### src/rtl/gtb_pkg.sv
package gtb_pkg;
  parameter int unsigned GTB_PRE_W = 2;
  localparam int unsigned GTB_PHASE_W = (1 << GTB_PRE_W) - 1;

  typedef logic [GTB_PRE_W-1:0]   presc_t;
  typedef logic [GTB_PHASE_W-1:0] phase_t;

  // last prescaler phase before rollover for a ratio of 2^code
  function automatic phase_t gtb_last_phase(presc_t code);
    int unsigned span;
    span = (32'd1 << code) - 32'd1;
    return phase_t'(span);
  endfunction
endpackage

### src/rtl/gtb_pin_cond.sv
module gtb_pin_cond #(
  parameter int unsigned SYNC_STAGES = 2,
  parameter int unsigned FILT_LEN    = 3
) (
  input  logic clk,
  input  logic rst,
  input  logic pin_raw,
  output logic pin_sync,
  output logic filt_rise
);
  localparam int unsigned RUN_W = (FILT_LEN > 2) ? $clog2(FILT_LEN) : 1;

  logic [SYNC_STAGES-1:0] sh;

  always_ff @(posedge clk) begin
    if (rst) sh[0] <= 1'b0;
    else     sh[0] <= pin_raw;
  end

  generate
    for (genvar s = 1; s < SYNC_STAGES; s++) begin : g_sync
      always_ff @(posedge clk) begin
        if (rst) sh[s] <= 1'b0;
        else     sh[s] <= sh[s-1];
      end
    end
  endgenerate

  assign pin_sync = sh[SYNC_STAGES-1];

  logic             lvl;
  logic [RUN_W-1:0] run;
  logic             accept;

  assign accept = (pin_sync != lvl) && (run == RUN_W'(FILT_LEN - 1));

  always_ff @(posedge clk) begin
    if (rst) begin
      lvl       <= 1'b0;
      run       <= '0;
      filt_rise <= 1'b0;
    end else begin
      filt_rise <= accept && pin_sync;
      if (pin_sync == lvl) begin
        run <= '0;
      end else if (accept) begin
        lvl <= pin_sync;
        run <= '0;
      end else begin
        run <= run + RUN_W'(1);
      end
    end
  end
endmodule

### src/rtl/gtb_tick_src.sv
module gtb_tick_src #(
  parameter int unsigned DIV_BASE = 8
) (
  input  logic clk,
  input  logic rst,
  input  logic hold,
  input  logic gate_mode,
  input  logic pin_sync,
  input  logic filt_rise,
  output logic src_tick
);
  localparam int unsigned DIV_W = (DIV_BASE > 2) ? $clog2(DIV_BASE) : 1;

  logic [DIV_W-1:0] div_q;
  logic             div_wrap;

  assign div_wrap = (div_q == DIV_W'(DIV_BASE - 1));

  always_ff @(posedge clk) begin
    if (rst)        div_q <= '0;
    else if (!hold) div_q <= div_wrap ? '0 : div_q + DIV_W'(1);
  end

  always_comb begin
    if (hold)           src_tick = 1'b0;
    else if (gate_mode) src_tick = div_wrap && pin_sync;
    else                src_tick = filt_rise;
  end
endmodule

### src/rtl/gtb_prescaler.sv
module gtb_prescaler
  import gtb_pkg::*;
(
  input  logic   clk,
  input  logic   rst,
  input  logic   hold,
  input  logic   src_tick,
  input  presc_t presc_sel,
  output logic   cnt_en
);
  presc_t active;
  phase_t phase;
  logic   last;

  assign last   = (phase == gtb_last_phase(active));
  assign cnt_en = src_tick && !hold && last;

  always_ff @(posedge clk) begin
    if (rst) begin
      active <= presc_sel;
      phase  <= '0;
    end else if (src_tick && !hold) begin
      if (last) begin
        phase  <= '0;
        active <= presc_sel;
      end else begin
        phase <= phase + phase_t'(1);
      end
    end
  end
endmodule

### src/rtl/gtb_timebase.sv
module gtb_timebase
  import gtb_pkg::*;
#(
  parameter int unsigned CNT_W       = 16,
  parameter int unsigned DIV_BASE    = 8,
  parameter int unsigned SYNC_STAGES = 2,
  parameter int unsigned FILT_LEN    = 3
) (
  input  logic                 clk,
  input  logic                 rst,
  input  logic                 ext_pin,
  input  logic                 gate_mode,
  input  logic [GTB_PRE_W-1:0] presc_sel,
  input  logic                 stop_req,
  output logic [CNT_W-1:0]     count,
  output logic                 stop_flag
);
  logic pin_sync;
  logic filt_rise;
  logic src_tick;
  logic cnt_en;

  gtb_pin_cond #(.SYNC_STAGES(SYNC_STAGES), .FILT_LEN(FILT_LEN)) u_pin (
    .clk(clk), .rst(rst), .pin_raw(ext_pin),
    .pin_sync(pin_sync), .filt_rise(filt_rise)
  );

  gtb_tick_src #(.DIV_BASE(DIV_BASE)) u_src (
    .clk(clk), .rst(rst), .hold(stop_req), .gate_mode(gate_mode),
    .pin_sync(pin_sync), .filt_rise(filt_rise), .src_tick(src_tick)
  );

  gtb_prescaler u_pre (
    .clk(clk), .rst(rst), .hold(stop_req), .src_tick(src_tick),
    .presc_sel(presc_sel), .cnt_en(cnt_en)
  );

  always_ff @(posedge clk) begin
    if (rst) begin
      count     <= '0;
      stop_flag <= 1'b0;
    end else begin
      stop_flag <= stop_req;
      if (cnt_en) count <= count + CNT_W'(1);
    end
  end
endmodule

### config.mk
export PLATFORM = sky130hd
export DESIGN_NAME = gtb_timebase
export DESIGN_NICKNAME = d
export VERILOG_FILES = /design/src/rtl/gtb_pkg.sv /design/src/rtl/gtb_pin_cond.sv /design/src/rtl/gtb_tick_src.sv /design/src/rtl/gtb_prescaler.sv /design/src/rtl/gtb_timebase.sv
export SDC_FILE = /design/constraint.sdc
export NUM_CORES = 1
export LEC_CHECK = 0
export BUFFER_PORTS_ARGS = -buffer_cell sky130_fd_sc_hd__buf_2
export CAP_MARGIN = 40
export CORE_UTILIZATION = 26
export CTS_CLUSTER_SIZE = 24
export DETAILED_ROUTE_END_ITERATION = 16
export PLACE_DENSITY_LB_ADDON = 0.25
export SYNTH_ARGS = -nofsm -noshare
export SYNTH_HDL_FRONTEND = slang
export SYNTH_SLANG_ARGS = --single-unit
### constraint.sdc
create_clock -name clk -period 2.36 [get_ports clk]
set_clock_uncertainty 0.15 [all_clocks]
set_input_delay 0.472 -clock clk [delete_from_list [all_inputs] [get_ports clk]]
set_output_delay 0.472 -clock clk [all_outputs]
set_load 0.02 [all_outputs]
==> flow_metrics.py, run 1 <==
metrics = {
    "global_route": {
        "overflow": 0,
        "grt_pass1_vias": 1070,
        "grt_max_degree": 31,
        "grt_pass1_wl_mm": 4.90,
        "grtUsageTotal_pct": 11.8,
        "antenna_found_initial": 0,
    },
    "setup_path": {
        "slowest_delay_ns": 0.36,
        "criticalPathCategory": "flop to flop",
        "required_ns": 2.38,
        "crit_buf_inv": 1,
        "arrival_ns": 2.18,
        "cp_max_fo": 26,
        "critical_path.top_delay_family": "simple AND/OR/NAND/NOR gates",
        "crit_chain": "ha_1 -> ha_1 -> nand3_1 -> a21oi_2 -> o21ai_1 -> buf_12 -> nor4_2 -> mux2_2",
        "cp-startpoint": "u_src.div_q[0]",
        "start_kind": "flop",
        "crit_top_cell": "ha_1",
        "end_kind": "flop",
        "cp_slowest_cell": "mux2_2",
        "r2r-start": "u_src.div_q[0]",
    },
    "synth": {
        "yosys-top-cells-area": "dfxtp_1 41%, a21oi_1 5.3%, o31ai_1 5.3%",
        "ys_seq_area_share_pct": 45.3,
        "syn-num-nets": 167,
        "ys_seq_elements": 31,
        "synth.top_cell.area_share_pct": 41.1,
        "yosysWarnings": 0,
        "syn-mean-instance-area_sq_um": 9.11,
        "syn_area_sq_um": 1410,
        "synth_cells": 155,
        "yosysUniqueCellTypes": 37,
        "synth_area_leader_cell": "dfxtp_1",
    },
    "detailed_routing": {
        "drc": 0,
        "wirelength_mm": 2.90,
        "routed-via-count": 1174,
        "drtAntennaViolNets": 0,
        "wl_per_cell_um": 11.4,
        "dr.first_iter.drc_count": 79,
        "viasPerCell": 4.64,
        "dr.pass1.iters": 4,
    },
    "finish": {
        "num_antenna_cells": 0,
        "drive_gt1_share_pct": 19.7,
        "utilization_pct": 33.2,
        "area_growth_pct": 21.5,
        "nets": 194,
    },
    "worst_hold_path": {
        "hold_path_class": "input port to flop",
        "min_from": "presc_sel[1]",
    },
    "flow_run": {
        "cap_violations": 0,
    },
    "floorplanning": {
        "ios": 24,
        "fp.dieH_um": 75.7,
        "core-area_sq_um": 5170,
        "die_area_sq_um": 5730,
        "num_rows": 26,
        "die_w_um": 75.7,
        "start_util_pct": 27.3,
    },
    "placed_design": {
        "dp_hpwl_mm": 2.01,
        "globalplace.congestion": 0.740,
        "port_buffers": 23,
    },
    "sta": {
        "finalSetupViolCount": 0,
        "period_share_pct": 91.6,
        "worst_pin_slew_ns": 0.540,
        "min_period_ns": 2.16,
        "slew_headroom_pct": 64.0,
        "clock.fmax_ghz": 0.463,
        "rsz0062_at_grt": "no",
        "finalHoldViolCount": 0,
        "slew_viol_final": 0,
        "timing.hold.ws_ns": 0.229,
        "final.setup.tns_ns": 0,
    },
    "run_status": {
        "status": "finished, final reports clean",
    },
    "power": {
        "power_density_nw_per_um2": 565,
        "ir_worst_vdd_uv": 235,
        "leakage_nw": 0.635,
        "p_total_mw": 0.969,
    },
    "clock_tree": {
        "holdBufCountCts": 0,
        "clk_pin_slew_ns": 0.06,
        "cts.sinks": 31,
        "cts.htree.levels": 2,
        "cts_tree": "done",
        "clk_latency_ns": 0.28,
        "cts_setup_buffers": 0,
        "clock-root-buffer": "clkbuf_8",
        "cts-buffers-inserted": 5,
        "clockBufferDepth": 2,
    },
}
## placed cells by master, fill, tap and decap left out, drive strengths merged, types with 4 or more instances in the layout
cell type / synthesis / layout
buf: 2 / 26
nor3: 4 / 4
o31ai: 10 / 10
nor2b: 5 / 5
or4: 8 / 8
a21oi: 15 / 15
clkbuf: 4 / 7
mux2i: 4 / 4
or3: 4 / 4
nor2: 14 / 14
nand3: 9 / 9
nand2: 7 / 7
inv: 4 / 4
o21ai: 4 / 4
dfxtp: 29 / 29
nand3b: 4 / 4
ha: 5 / 5
## per-layer routing
layer,track usage (%),share of wire [%]
met1,14.5,49
met2,18.3,47
met3,3.70,2.1
met4,6.58,1.8
met5,0,0
## flip-flops by register name (all words and copies together), names as in the netlist, 2 cells and up
register / cells
u_pre.active: 2
u_src.div_q: 3
u_pin.run: 2
count: 16
u_pre.phase: 3
## power by group
group,switching (mW),internal [mW]
clock network,0.185,0.206
registers,0.00528,0.538
logic,0.0206,0.0142
## metrics by stage
stage / instances / setup slack, ns / cell area [sq um]
after floorplan: 155 / 0.170 / 1410
after global placement: 245 / 0.199 / 1630
after detailed placement: 245 / 0.122 / 1630
after CTS: 253 / 0.111 / 1710
after global routing: 253 / 0.0121 / 1720
final: 253 / 0.199 / 1720
## cell type report
class                   count  area, sq um
flip-flops and latches     31          641
well taps                  70         87.6
inverters                   4         15.0
clock inverters             1         5.00
repair buffers             26          150
multi-input cells         114          742
clock buffers               7         76.3
fillers                   533         3460
## timing repair
item                       4_1_cts  5_1_grt
resized for setup                0        2
setup endpoints to repair        0        9
hold endpoints to repair         0        0
## Yosys cell counts
| cell | n |
|---|---|
| a21oi_1 | 15 |
| buf_2 | 2 |
| nand2b_1 | 2 |
| o21a_1 | 1 |
| inv_1 | 4 |
| xnor2_1 | 2 |
| nor2b_1 | 5 |
| xor2_1 | 1 |
| and4_1 | 1 |
| edfxtp_1 | 2 |
| a211oi_1 | 1 |
| o21ai_0 | 3 |
| and3b_1 | 1 |
| nand4_1 | 1 |
| a21o_1 | 1 |
| or4_1 | 8 |
| or3_1 | 4 |
| nor3b_1 | 1 |
| a22oi_1 | 2 |
| nand4_2 | 1 |
| nor4bb_1 | 1 |
| nor4_1 | 1 |
| nor2_1 | 14 |
| nand2_1 | 7 |
| or2_1 | 1 |
| clkbuf_1 | 4 |
| mux2i_1 | 4 |
| nor3_1 | 4 |
| mux2_2 | 1 |
| a31oi_1 | 1 |
| o21ai_1 | 1 |
| nand3b_1 | 4 |
| ha_1 | 5 |
| a22o_1 | 1 |
| dfxtp_1 | 29 |
| nand3_1 | 9 |
| o31ai_1 | 10 |
## worst paths after layout
path / end / slack (ns) / cells after the start
max: count[15] / 0.20 / 8
min: u_pre.active[1] / 0.23 / 1
max reg2reg: count[15] / 0.20 / 8
min reg2reg: u_pin.run[0] / 0.26 / 1
## logic make-up after synthesis
logic type | after synthesis | synth area share (%)
flops | 31 | 45.4
buf+inv | 10 | 2.83
compound gates | 36 | 15.8
simple gates | 65 | 26.1
fa+ha+maj | 5 | 4.43
mux | 5 | 3.63
xor+xnor | 3 | 1.86
Note: power is estimated with default switching activity, not from simulation.
==> run 2, diff against run 1 <==
- CORE_MARGIN: not set -> 2
==> run 2 against run 1 <==
Global-route usage is 0.57 points lower. Final cell count is 0.79% higher. Largest cell class unchanged. Critical endpoint is now count[5]. Register-to-register slack worse by 0.03 ns. Die area is 5.4% higher. Power is 5.9% higher. Critical path depth stayed put. Combinational power hardly changed. Clock-buffer cell count is 1 higher.
==> flow_metrics.py, run 2 (synthesis gave the netlist of run 1 again) <==
metrics = {
    "sta": {
        "period_share_pct": 92.8,
        "min_period_ns": 2.19,
        "slew_headroom_pct": 63.6,
        "final.setup.tns_ns": 0,
        "slew_viol_final": 0,
        "finalHoldViolCount": 0,
        "setup_slack_ns": 0.169,
        "rsz0062_at_grt": "no",
        "clock.fmax_ghz": 0.456,
        "worst_pin_slew_ns": 0.545,
        "timing.hold.ws_ns": 0.227,
        "finalSetupViolCount": 0,
    },
    "clock_tree": {
        "cts-buffers-inserted": 5,
        "clk_latency_ns": 0.27,
        "cts_setup_buffers": 0,
        "holdBufCountCts": 0,
        "clockBufferDepth": 2,
        "cts_tree": "done",
        "clk_pin_slew_ns": 0.06,
        "cts.htree.levels": 2,
        "cts.sinks": 31,
        "clock-root-buffer": "clkbuf_8",
    },
    "global_route": {
        "antenna_found_initial": 0,
        "grt_pass1_wl_mm": 5.45,
        "overflow": 0,
        "grt_max_degree": 31,
        "grt_pass1_vias": 1248,
        "grtUsageTotal_pct": 11.2,
    },
    "setup_path": {
        "required_ns": 2.42,
        "end_kind": "flop",
        "criticalPathCategory": "flop to flop",
        "start_kind": "flop",
        "cp_max_fo": 26,
        "slowest_delay_ns": 0.52,
        "crit_chain": "ha_1 -> ha_1 -> nand3_1 -> a21oi_2 -> o21ai_1 -> buf_12 -> or4_1 -> a21oi_2",
        "arrival_ns": 2.25,
        "cp_slowest_cell": "or4_1",
    },
    "detailed_routing": {
        "routed-via-count": 1200,
        "viasPerCell": 4.71,
        "dr.first_iter.drc_count": 74,
        "wl_per_cell_um": 11.7,
        "drtAntennaViolNets": 0,
        "wirelength_mm": 2.99,
        "dr.pass1.iters": 4,
        "drc": 0,
    },
    "floorplanning": {
        "start_util_pct": 27.3,
        "num_rows": 26,
        "core-area_sq_um": 5170,
        "die_area_sq_um": 6040,
        "die_w_um": 77.7,
        "fp.dieH_um": 77.7,
        "ios": 24,
    },
    "finish": {
        "area_growth_pct": 24.2,
        "nets": 196,
        "fillers": 544,
        "instances_no_fill": 255,
        "num_antenna_cells": 0,
        "final_common_cell": "dfxtp_1",
        "largest-register": "count",
        "drive_gt1_share_pct": 21.6,
        "largest_reg_flops": 16,
        "final_cell_mix": "29 x dfxtp_1, 23 x buf_2, 14 x nor2_1",
        "post-route-cell-area_sq_um": 1750,
        "top_regs": "count x16, u_pre.phase x3, u_src.div_q x3",
    },
    "run_status": {
        "status": "finished, final reports clean",
    },
    "worst_hold_path": {
        "hold_path_class": "input port to flop",
    },
    "power": {
        "clkPwrFrac_pct": 43.7,
        "leakage_nw": 0.652,
        "p_switching_mw": 0.208,
        "pwr-share-comb_pct": 3.4,
        "ir_worst_vdd_uv": 160,
        "power_density_nw_per_um2": 585,
        "p_seq_share_pct": 52.9,
        "p_int_mw": 0.818,
        "power.share.switching_pct": 20.3,
    },
    "placed_design": {
        "place_ws_ns": 0.125,
        "port_buffers": 23,
        "dp_cells": 247,
        "globalplace.congestion": 0.787,
        "dp_hpwl_mm": 2.06,
        "place_area_sq_um": 1640,
    },
    "flow_run": {
        "cap_violations": 0,
    },
}
-- run 2: timing repair --
action,4_1_cts,5_1_grt
gates resized for setup,0,3
endpoints found under the setup margin,0,8
hold endpoints to repair,0,0
-- run 2: path summary, 6_finish.rpt --
| check | endpoint | slack [ns] | cells after the start | from |
|---|---|---|---|---|
| max | count[5] | 0.17 | 8 | u_src.div_q[0] |
| min | u_pre.active[0] | 0.23 | 1 | presc_sel[0] |
| max reg2reg | count[5] | 0.17 | 8 | u_src.div_q[0] |
| min reg2reg | u_pin.run[0] | 0.26 | 1 | u_pin.run[0] |
-- run 2: critical path, delay by kind of cell, from the launching register on --
kind / cells / cell delay (ns)
fa+ha+maj: 2 / 0.35
simple gates: 2 / 0.64
buf+inv: 1 / 0.17
compound gates: 3 / 0.44
flops: 1 / 0.35
-- run 2: routing by layer --
metal	GRT usage [%]	share of wire [%]	up-vias
met3	2.91	2.1	2
met1	13.4	49	556
met5	0	0	-
met4	5.71	1.1	0
met2	18.4	48	13
li1	-	-	629
-- run 2: power groups by stage --
| stage | registers, mW | logic, mW | clock network [mW] |
|---|---|---|---|
| floorplan | 0.554 | 0.0237 | 0 |
| global route | 0.544 | 0.0401 | 0.494 |
| global placement | 0.555 | 0.0353 | 0 |
| CTS | 0.543 | 0.0354 | 0.468 |
| detailed placement | 0.555 | 0.0350 | 0 |
| finish | 0.543 | 0.0347 | 0.449 |
-- run 2: cell type report --
class                           instances  area (sq um)  area share, %
Clock buffer                            8           100           5.71
Inverter                                4          15.0          0.856
Multi-Input combinational cell        114           746           42.5
Sequential cell                        31           641           36.5
Tap cell                               70          87.6           4.99
Timing Repair Buffer                   28           165           9.42
-- run 2: through the flow --
stage	power, mW	util, %
floorplan	0.578	-
global placement	0.590	31.7
detailed placement	0.590	31.7
CTS	1.05	33.6
global route	1.08	33.9
finish	1.03	33.9
==> run 3, diff against run 2 <==
- CELL_PAD_IN_SITES_DETAIL_PLACEMENT: not set -> 1
- CELL_PAD_IN_SITES_GLOBAL_PLACEMENT: not set -> 1
- clock period: 2.36 -> 2.16 ns (I/O delays scaled with it)
==> run 3 against run 2 <==
Die area unchanged. Largest power group unchanged. Final area increased by 10%. Largest cell class unchanged. Clock power fell by 3%.
==> flow_metrics.py, run 3 (synthesis gave the netlist of run 1 again) <==
metrics = {
    "placed_design": {
        "globalplace.congestion": 0.771,
        "dp_hpwl_mm": 2.74,
        "port_buffers": 23,
    },
    "global_route": {
        "grt_pass1_wl_mm": 6.47,
        "grtUsageTotal_pct": 13.4,
        "grt_pass1_vias": 1377,
        "antenna_found_initial": 0,
        "overflow": 0,
        "grt_max_degree": 26,
    },
    "floorplanning": {
        "start_util_pct": 27.3,
        "die_w_um": 77.7,
        "ios": 24,
        "die_area_sq_um": 6040,
        "fp.dieH_um": 77.7,
        "num_rows": 26,
        "core-area_sq_um": 5170,
    },
    "detailed_routing": {
        "routed-via-count": 1341,
        "wl_per_cell_um": 14.4,
        "viasPerCell": 4.95,
        "dr.first_iter.drc_count": 43,
        "dr.pass1.iters": 4,
        "wirelength_mm": 3.90,
        "drc": 0,
        "drtAntennaViolNets": 0,
    },
    "finish": {
        "utilization_pct": 37.4,
        "num_antenna_cells": 0,
        "drive_gt1_share_pct": 32.8,
        "largest_reg_flops": 16,
        "final_common_cell": "dfxtp_1",
        "top_regs": "count x16, u_pre.phase x3, u_src.div_q x3",
        "fillers": 612,
        "final_cell_mix": "25 x dfxtp_1, 23 x buf_2, 19 x buf_4",
        "area_growth_pct": 37.0,
        "nets": 212,
        "largest-register": "count",
    },
    "setup_path": {
        "required_ns": 2.21,
        "cp_max_fo": 13,
        "criticalPathCategory": "flop to flop",
        "arrival_ns": 2.16,
        "start_kind": "flop",
        "end_kind": "flop",
    },
    "sta": {
        "slew_viol_final": 0,
        "slew_headroom_pct": 70.3,
        "finalSetupViolCount": 0,
        "timing.hold.ws_ns": 0.185,
        "finalHoldViolCount": 0,
        "final.setup.tns_ns": 0,
        "clock.fmax_ghz": 0.474,
        "period_share_pct": 97.7,
        "min_period_ns": 2.11,
        "worst_pin_slew_ns": 0.445,
    },
    "power": {
        "ir_worst_vdd_uv": 224,
        "leakage_nw": 0.737,
        "power_density_nw_per_um2": 556,
    },
    "flow_run": {
        "cap_violations": 0,
    },
    "clock_tree": {
        "cts-buffers-inserted": 5,
        "cts.sinks": 31,
        "cts.htree.levels": 2,
        "clock-root-buffer": "clkbuf_8",
        "clk_pin_slew_ns": 0.07,
        "cts_tree": "done",
        "clk_latency_ns": 0.28,
        "clockBufferDepth": 2,
    },
    "run_status": {
        "status": "finished, final reports clean",
    },
    "worst_hold_path": {
        "hold_path_class": "input port to flop",
    },
}
-- run 3: cell type report --
type	instances	area, sq um	area share (%)
inverters	4	15.0	0.776
well taps	70	87.6	4.52
clock buffers	7	76.3	3.94
flip-flops and latches	31	646	33.4
clock inverters	1	5.00	0.259
multi-input cells	114	803	41.5
repair buffers	44	303	15.6
-- run 3: critical path, stage by stage (launching register included) --
cell and delay, ns:
dfxtp_2 0.35, ha_2 0.20, ha_4 0.15, nand3_4 0.08, a21oi_4 0.20, o21ai_4 0.10, buf_12 0.15, or4_4 0.51
a21oi_1 0.15
-- run 3: through the flow --
stage / std cells / total power, mW / instance area, sq um / setup WS, ns
CTS: 269 / 1.09 / 1840 / 0.00437
detailed placement: 255 / 0.651 / 1700 / -0.131
finish: 271 / 1.08 / 1940 / 0.0500
floorplan: 155 / 0.632 / 1420 / 0.00964
global placement: 255 / 0.648 / 1700 / 0.0673
global route: 271 / 1.13 / 1940 / -0.00394
-- run 3: worst paths after layout --
check / start / end / cells past startpoint / slack, ns
setup reg to reg: u_src.div_q[0] / count[9] / 8 / 0.05
setup / recovery: u_src.div_q[0] / count[9] / 8 / 0.05
hold reg to reg: u_pin.run[0] / u_pin.run[0] / 1 / 0.26
hold / removal: presc_sel[0] / u_pre.active[0] / 1 / 0.18
-- run 3: metal layers --
layer	vias to the layer above	part of all wire, %	global-route usage [%]
li1	661	-	-
met1	657	46	16.3
met2	18	50	23.2
met3	5	2.9	3.49
met4	0	1.3	3.93
met5	-	0	0
-- run 3: repair_timing --
item                                    4_1_cts  5_1_grt
pin swaps                                     2        3
resized for setup                             5       11
endpoints found under the hold margin         0        0
buffers inserted                              6        1
hold buffers                                  0        0
gates cloned                                  0        1
endpoints found under the setup margin        9        9
-- run 3: power by group --
group          internal, mW  switching, mW
clock                 0.226          0.209
combinational        0.0200         0.0270
sequential            0.588        0.00674
